--- config.mk ---
export PLATFORM = sky130hd
export DESIGN_NAME = uart_rx_os
export DESIGN_NICKNAME = d
export VERILOG_FILES = /design/src/rtl/uart_rx_pkg.sv /design/src/rtl/rx_line_sync.sv /design/src/rtl/rx_frame_fsm.sv /design/src/rtl/rx_word_hold.sv /design/src/rtl/uart_rx_os.sv
export SDC_FILE = /design/constraint.sdc
export NUM_CORES = 1
export LEC_CHECK = 0
export ABC_AREA = 0
export BUFFER_PORTS_ARGS = -buffer_cell sky130_fd_sc_hd__buf_2
export CORE_ASPECT_RATIO = 0.8
export CORE_MARGIN = 4
export CORE_UTILIZATION = 45
export DETAILED_ROUTE_END_ITERATION = 6
export SLEW_MARGIN = 0
export SYNTH_ARGS = -nofsm -noshare
export SYNTH_HDL_FRONTEND = slang
export SYNTH_SLANG_ARGS = --single-unit
--- constraint.sdc ---
create_clock -name clk -period 2.8 [get_ports clk]
set_input_delay 0.14 -clock clk [delete_from_list [all_inputs] [get_ports clk]]
set_output_delay 0.14 -clock clk [all_outputs]
set_load 0.1 [all_outputs]
--- src/rtl/uart_rx_pkg.sv ---
package uart_rx_pkg;

  typedef enum logic [1:0] {
    RX_IDLE  = 2'd0,
    RX_START = 2'd1,
    RX_DATA  = 2'd2,
    RX_STOP  = 2'd3
  } rx_state_e;

endpackage

--- src/rtl/rx_line_sync.sv ---
module rx_line_sync #(
  parameter int STAGES = 2
) (
  input  logic clk,
  input  logic rst_n,
  input  logic line_in,
  output logic line_sync
);

  logic [STAGES-1:0] chain_q;
  logic [STAGES-1:0] chain_d;

  generate
    if (STAGES == 1) begin : g_one
      always_comb chain_d = line_in;
    end else begin : g_many
      always_comb chain_d = {chain_q[STAGES-2:0], line_in};
    end
  endgenerate

  always_ff @(posedge clk or negedge rst_n) begin
    if (!rst_n) chain_q <= '1;
    else        chain_q <= chain_d;
  end

  assign line_sync = chain_q[STAGES-1];

endmodule

--- src/rtl/rx_frame_fsm.sv ---
module rx_frame_fsm
  import uart_rx_pkg::*;
#(
  parameter int START_BITS = 1,
  parameter int DATA_BITS  = 8,
  parameter int STOP_BITS  = 1,
  parameter int OVERSAMPLE = 16
) (
  input  logic                 clk,
  input  logic                 rst_n,
  input  logic                 sample_en,
  input  logic                 rx_s,
  output logic                 frame_done,
  output logic                 frame_ok,
  output logic                 frame_any_high,
  output logic [DATA_BITS-1:0] frame_word
);

  localparam int TW   = (OVERSAMPLE > 2) ? $clog2(OVERSAMPLE) : 1;
  localparam int BW   = $clog2(START_BITS + DATA_BITS + STOP_BITS + 1);
  localparam int HALF = OVERSAMPLE / 2;

  rx_state_e            state_q, state_d;
  logic [TW-1:0]        tick_q, tick_d;
  logic [BW-1:0]        bitn_q, bitn_d;
  logic [DATA_BITS-1:0] shreg_q, shreg_d;
  logic                 anyhi_q, anyhi_d;
  logic                 stoplow_q, stoplow_d;
  logic                 lasthi_q, lasthi_d;
  logic                 tick_hit;
  logic                 done_c;

  always_comb begin
    if (state_q == RX_START && bitn_q == '0)
      tick_hit = sample_en && (tick_q == TW'(HALF - 1));
    else
      tick_hit = sample_en && (tick_q == TW'(OVERSAMPLE - 1));
  end

  always_comb begin
    state_d   = state_q;
    tick_d    = tick_q;
    bitn_d    = bitn_q;
    shreg_d   = shreg_q;
    anyhi_d   = anyhi_q;
    stoplow_d = stoplow_q;
    done_c    = 1'b0;
    lasthi_d  = sample_en ? rx_s : lasthi_q;
    if (state_q != RX_IDLE && sample_en && !tick_hit)
      tick_d = tick_q + TW'(1);
    unique case (state_q)
      RX_IDLE: begin
        if (sample_en && !rx_s && lasthi_q) begin
          state_d   = RX_START;
          tick_d    = '0;
          bitn_d    = '0;
          anyhi_d   = 1'b0;
          stoplow_d = 1'b0;
        end
      end
      RX_START: begin
        if (tick_hit) begin
          tick_d = '0;
          if (rx_s) begin
            state_d = RX_IDLE;
          end else if (bitn_q == BW'(START_BITS - 1)) begin
            state_d = RX_DATA;
            bitn_d  = '0;
          end else begin
            bitn_d = bitn_q + BW'(1);
          end
        end
      end
      RX_DATA: begin
        if (tick_hit) begin
          tick_d  = '0;
          anyhi_d = anyhi_q | rx_s;
          if (DATA_BITS > 1) shreg_d = {rx_s, shreg_q[DATA_BITS-1:1]};
          else               shreg_d = rx_s;
          if (bitn_q == BW'(DATA_BITS - 1)) begin
            state_d = RX_STOP;
            bitn_d  = '0;
          end else begin
            bitn_d = bitn_q + BW'(1);
          end
        end
      end
      RX_STOP: begin
        if (tick_hit) begin
          tick_d    = '0;
          stoplow_d = stoplow_q | !rx_s;
          if (bitn_q == BW'(STOP_BITS - 1)) begin
            state_d = RX_IDLE;
            done_c  = 1'b1;
          end else begin
            bitn_d = bitn_q + BW'(1);
          end
        end
      end
      default: state_d = RX_IDLE;
    endcase
  end

  always_ff @(posedge clk or negedge rst_n) begin
    if (!rst_n) begin
      state_q   <= RX_IDLE;
      tick_q    <= '0;
      bitn_q    <= '0;
      shreg_q   <= '0;
      anyhi_q   <= 1'b0;
      stoplow_q <= 1'b0;
      lasthi_q  <= 1'b0;
    end else begin
      state_q   <= state_d;
      tick_q    <= tick_d;
      bitn_q    <= bitn_d;
      shreg_q   <= shreg_d;
      anyhi_q   <= anyhi_d;
      stoplow_q <= stoplow_d;
      lasthi_q  <= lasthi_d;
    end
  end

  assign frame_done     = done_c;
  assign frame_ok       = !(stoplow_q || !rx_s);
  assign frame_any_high = anyhi_q;
  assign frame_word     = shreg_q;

  AST_IDLE_NEEDS_ENABLE: assert property (@(posedge clk) disable iff (!rst_n)
    (state_q == RX_IDLE && !sample_en) |=> (state_q == RX_IDLE))
    else $error("receiver left idle without a sample enable");

  AST_DONE_ON_ENABLE: assert property (@(posedge clk) disable iff (!rst_n)
    frame_done |-> sample_en)
    else $error("frame completed off a sample enable");

endmodule

--- src/rtl/rx_word_hold.sv ---
module rx_word_hold #(
  parameter int DATA_BITS = 8
) (
  input  logic                 clk,
  input  logic                 rst_n,
  input  logic                 frame_done,
  input  logic                 frame_ok,
  input  logic                 frame_any_high,
  input  logic [DATA_BITS-1:0] frame_word,
  input  logic                 rd_ack,
  output logic [DATA_BITS-1:0] word_out,
  output logic                 word_ready,
  output logic                 err_overrun,
  output logic                 err_framing,
  output logic                 err_all_low
);

  logic [DATA_BITS-1:0] word_q, word_d;
  logic                 ready_q, ready_d;
  logic                 ovr_q, ovr_d;
  logic                 frm_q, frm_d;
  logic                 alow_q, alow_d;
  logic                 load_good;
  logic                 load_bad;

  always_comb begin
    load_good = frame_done && frame_ok;
    load_bad  = frame_done && !frame_ok;
    word_d    = load_good ? frame_word : word_q;
    if (load_good)   ready_d = 1'b1;
    else if (rd_ack) ready_d = 1'b0;
    else             ready_d = ready_q;
    ovr_d  = ovr_q  | (load_good && ready_q && !rd_ack);
    frm_d  = frm_q  | (load_bad && frame_any_high);
    alow_d = alow_q | (load_bad && !frame_any_high);
  end

  always_ff @(posedge clk or negedge rst_n) begin
    if (!rst_n) begin
      word_q  <= '0;
      ready_q <= 1'b0;
      ovr_q   <= 1'b0;
      frm_q   <= 1'b0;
      alow_q  <= 1'b0;
    end else begin
      word_q  <= word_d;
      ready_q <= ready_d;
      ovr_q   <= ovr_d;
      frm_q   <= frm_d;
      alow_q  <= alow_d;
    end
  end

  assign word_out    = word_q;
  assign word_ready  = ready_q;
  assign err_overrun = ovr_q;
  assign err_framing = frm_q;
  assign err_all_low = alow_q;

  AST_ACK_CLEARS_READY: assert property (@(posedge clk) disable iff (!rst_n)
    (rd_ack && !frame_done) |=> !word_ready)
    else $error("acknowledge did not clear ready");

  AST_WORD_HELD: assert property (@(posedge clk) disable iff (!rst_n)
    !frame_done |=> $stable(word_out))
    else $error("held word changed without a completed frame");

  AST_OVERRUN_SET: assert property (@(posedge clk) disable iff (!rst_n)
    (frame_done && frame_ok && word_ready && !rd_ack) |=> err_overrun)
    else $error("overrun not flagged");

  AST_FLAGS_STICKY: assert property (@(posedge clk) disable iff (!rst_n)
    (err_overrun || err_framing || err_all_low) |=>
      ($past(err_overrun) <= err_overrun && $past(err_framing) <= err_framing &&
       $past(err_all_low) <= err_all_low))
    else $error("error flag dropped without reset");

endmodule

--- src/rtl/uart_rx_os.sv ---
module uart_rx_os #(
  parameter int START_BITS  = 1,
  parameter int DATA_BITS   = 8,
  parameter int STOP_BITS   = 1,
  parameter int OVERSAMPLE  = 16,
  parameter int SYNC_STAGES = 2
) (
  input  logic                 clk,
  input  logic                 rst_n,
  input  logic                 sample_en,
  input  logic                 rxd,
  input  logic                 rd_ack,
  output logic [DATA_BITS-1:0] word_out,
  output logic                 word_ready,
  output logic                 err_overrun,
  output logic                 err_framing,
  output logic                 err_all_low
);

  logic                 rx_s;
  logic                 f_done;
  logic                 f_ok;
  logic                 f_anyhi;
  logic [DATA_BITS-1:0] f_word;

  rx_line_sync #(.STAGES(SYNC_STAGES)) u_sync (
    .clk       (clk),
    .rst_n     (rst_n),
    .line_in   (rxd),
    .line_sync (rx_s)
  );

  rx_frame_fsm #(
    .START_BITS (START_BITS),
    .DATA_BITS  (DATA_BITS),
    .STOP_BITS  (STOP_BITS),
    .OVERSAMPLE (OVERSAMPLE)
  ) u_fsm (
    .clk            (clk),
    .rst_n          (rst_n),
    .sample_en      (sample_en),
    .rx_s           (rx_s),
    .frame_done     (f_done),
    .frame_ok       (f_ok),
    .frame_any_high (f_anyhi),
    .frame_word     (f_word)
  );

  rx_word_hold #(.DATA_BITS(DATA_BITS)) u_hold (
    .clk            (clk),
    .rst_n          (rst_n),
    .frame_done     (f_done),
    .frame_ok       (f_ok),
    .frame_any_high (f_anyhi),
    .frame_word     (f_word),
    .rd_ack         (rd_ack),
    .word_out       (word_out),
    .word_ready     (word_ready),
    .err_overrun    (err_overrun),
    .err_framing    (err_framing),
    .err_all_low    (err_all_low)
  );

endmodule

==> out/metrics.yaml <==
logic_synthesis:
  synth-seq-area-share_pct: 52.7
  ys_warn_count: 0
  syn_inst: 136
  synth_area_um2: 1670
  ys_types: 46
  synthArstFlopShare_pct: 100
  netlist.area_leader.share_pct: 49.6
  synth_area_leaders: "dfrtp_1, mux2_2, dfstp_2"
  yosys.area.top_type: "dfrtp_1"
  dominantRegCellSynth: "dfrtp_1"
  ys_ff_latch: 35
  avgSynthCellArea_um2: 12.2
  syn_nets: 144
  synth_enable_flop_cells: 0
final_layout:
  finalNetCount: 164
  mostFrequentLayoutCells: "dfrtp_1, mux2_2, buf_2"
  drive_gt1_share_pct: 36.9
  syn2layout_area_growth_pct: 14.3
  multi_input_area_um2: 736
  antennaDiodeCount: 0
  fillerInstances: 302
  regArea_um2: 878
  stdcell_area_um2: 1900
  fin_util_pct: 54.5
  layout_commonest_cell: "dfrtp_1"
timing:
  fin_crit_ns: 2.21
  tightest_slew_ns: 0.756
  rsz0062_at_grt: "no"
  setup_viol: 0
  slew_violations: 0
  fmax_mhz: 453
  timing.hold.ws_ns: 0.145
  slew-limit-headroom_pct: 49.6
  timing.final.crit_share_pct: 78.8
  setup-tns-final_ns: 0
  final.setup.worst_slack_ns: 0.592
  hold_viol: 0
  skew_ns: 0.00297
grt:
  overflow: 0
  first_global_vias: 1135
  grt_pass1_wl_um: 5330
  antenna_found_initial: 0
  track_usage_pct: 13.7
  grt_max_degree: 36
clock_tree:
  clk_pin_slew_ns: 0.07
  clock_latency_ns: 0.28
  cts_tree: "done"
  numClockSinks: 35
  cts_resized: 0
  cts_root_buf: "clkbuf_8"
  cts_buffers: 5
  clock_path_buffers: 2
  h-tree-depth: 2
critical_path:
  required_ns: 2.96
  crit_chain: "inv_1 > ha_1 > or3b_2 > mux2i_1 > o211ai_2 > o311ai_0 > o2bb2ai_1"
  worstSetupPathType: "reg -> reg"
  start_kind: "register"
  cp.arrival_ns: 2.37
  end_kind: "register"
  max_stage_delay_ns: 0.55
  worst-path-max-fanout: 6
  cpMaxStageDelayCell: "or3b_2"
power:
  leakagePower_uw: 0.000944
  vdd_drop_max_uv: 417
  power.density_nw_per_um2: 796
routing:
  wire_per_inst_um: 14.7
  num_vias: 1092
  drc: 0
  ant_nets: 0
  viasPerCell: 5.49
  drt_first_pass_iters: 4
  drt-total-wl_um: 2930
  drtIter0Drc: 55
placement:
  placed_area_um2: 1770
  port_buffers: 16
  place.gp.congestion: 0.814
  hpwl_um: 2110
  place_ws_ns: 0.604
die:
  core_area_um2: 3490
  ioPinCount: 17
  fp-row-count: 19
  die_h_um: 62.4
  dieArea_um2: 4740
  initial_utilization_pct: 47.7
  die_x_um: 76.0
flow_run:
  cap_violations: 0
status:
  status: "finished clean"
worst_hold_path:
  hold_class: "in -> reg"
-- flip-flops by register name, summed over array words and instances, names as in the netlist, named ones only --
signal / flops
u_fsm.frame_word: 8
u_hold.word_out: 8
u_fsm.bitn_q: 4
u_fsm.tick_q: 4
u_sync.chain_q: 2
u_fsm.frame_any_high: 1
u_fsm.lasthi_q: 1
u_fsm.state_q: 1
u_fsm.stoplow_q: 1
u_hold.err_all_low: 1
u_hold.err_framing: 1
u_hold.err_overrun: 1
u_hold.word_ready: 1
-- critical path: cells and delay by family, from the launching register on --
kind                     cells  cell delay, ns
AO/OA/AOI/OAI                3            0.66
adder cells (fa/ha/maj)      1            0.23
buffers and inverters        1            0.10
flip-flops                   1            0.40
multiplexers                 1            0.16
AND/OR/NAND/NOR              1            0.55
-- area by class of cell --
type | count | share of cell area [%]
repair buffers | 18 | 5.26
clock inverters | 2 | 1.84
clock buffers | 6 | 4.34
flip-flops and latches | 35 | 46.2
multi-input cells | 91 | 38.7
inverters | 5 | 0.986
well taps | 42 | 2.76
-- cells by family after synthesis --
kind of cell / share of synthesized area (%)
xor gates and xnor gates: 1.05
DFF: 52.7
and+or+nand+nor: 16.1
buffers and inverters: 3.08
adders and majority gates: 2.25
AOI/OAI and AO/OA: 10.2
muxes: 14.6
-- path summary, 6_finish.rpt --
path / start / to / slack [ns] / depth (start not counted)
max in group asynchronous: rst_n / async pin / 1.86 / 2
min: sample_en / u_fsm.lasthi_q / 0.15 / 2
min reg2reg: u_sync.chain_q[0] / u_sync.chain_q[1] / 0.36 / 0
max reg2reg: u_fsm.bitn_q[0] / u_fsm.bitn_q[3] / 0.59 / 7
min in group asynchronous: rst_n / u_fsm.tick_q[3] / 0.46 / 2
max: u_fsm.bitn_q[0] / u_fsm.bitn_q[3] / 0.59 / 7
-- metal layers --
metal	GRT usage (%)	wire length, um	up-vias
met3	4.18	182	5
met5	0	0	-
met1	18.6	1360	529
met2	20.7	1350	34
met4	4.89	38	0
li1	-	-	524
-- synthesized netlist by cell type (3+ instances only) --
master	instances
nand2_1	8
mux2_2	18
buf_4	3
inv_1	5
ha_1	3
a21oi_1	3
nor2_1	10
mux2i_1	4
dfrtp_1	33
nand3b_1	3
-- repair_timing --
action | 4_1_cts | 5_1_grt
setup buffers | 0 | 0
setup endpoints to repair | 0 | 0
hold buffers | 2 | 0
hold endpoints to repair | 34 | 0
-- through the flow --
step / cells / total power (uW)
2_1_floorplan: 136 / 983
3_3_place_gp: 189 / 1030
3_5_place_dp: 189 / 1060
4_1_cts: 199 / 1530
5_1_grt: 199 / 1600
6_report: 199 / 1520
-- power breakdown --
| group | leakage, uW | internal, uW | switching, uW |
|---|---|---|---|
| Sequential | 0.000465 | 568 | 104 |
| Clock | 0.0000612 | 288 | 174 |
| Combinational | 0.000417 | 167 | 215 |
No activity file was read; power rests on OpenSTA's default activity.
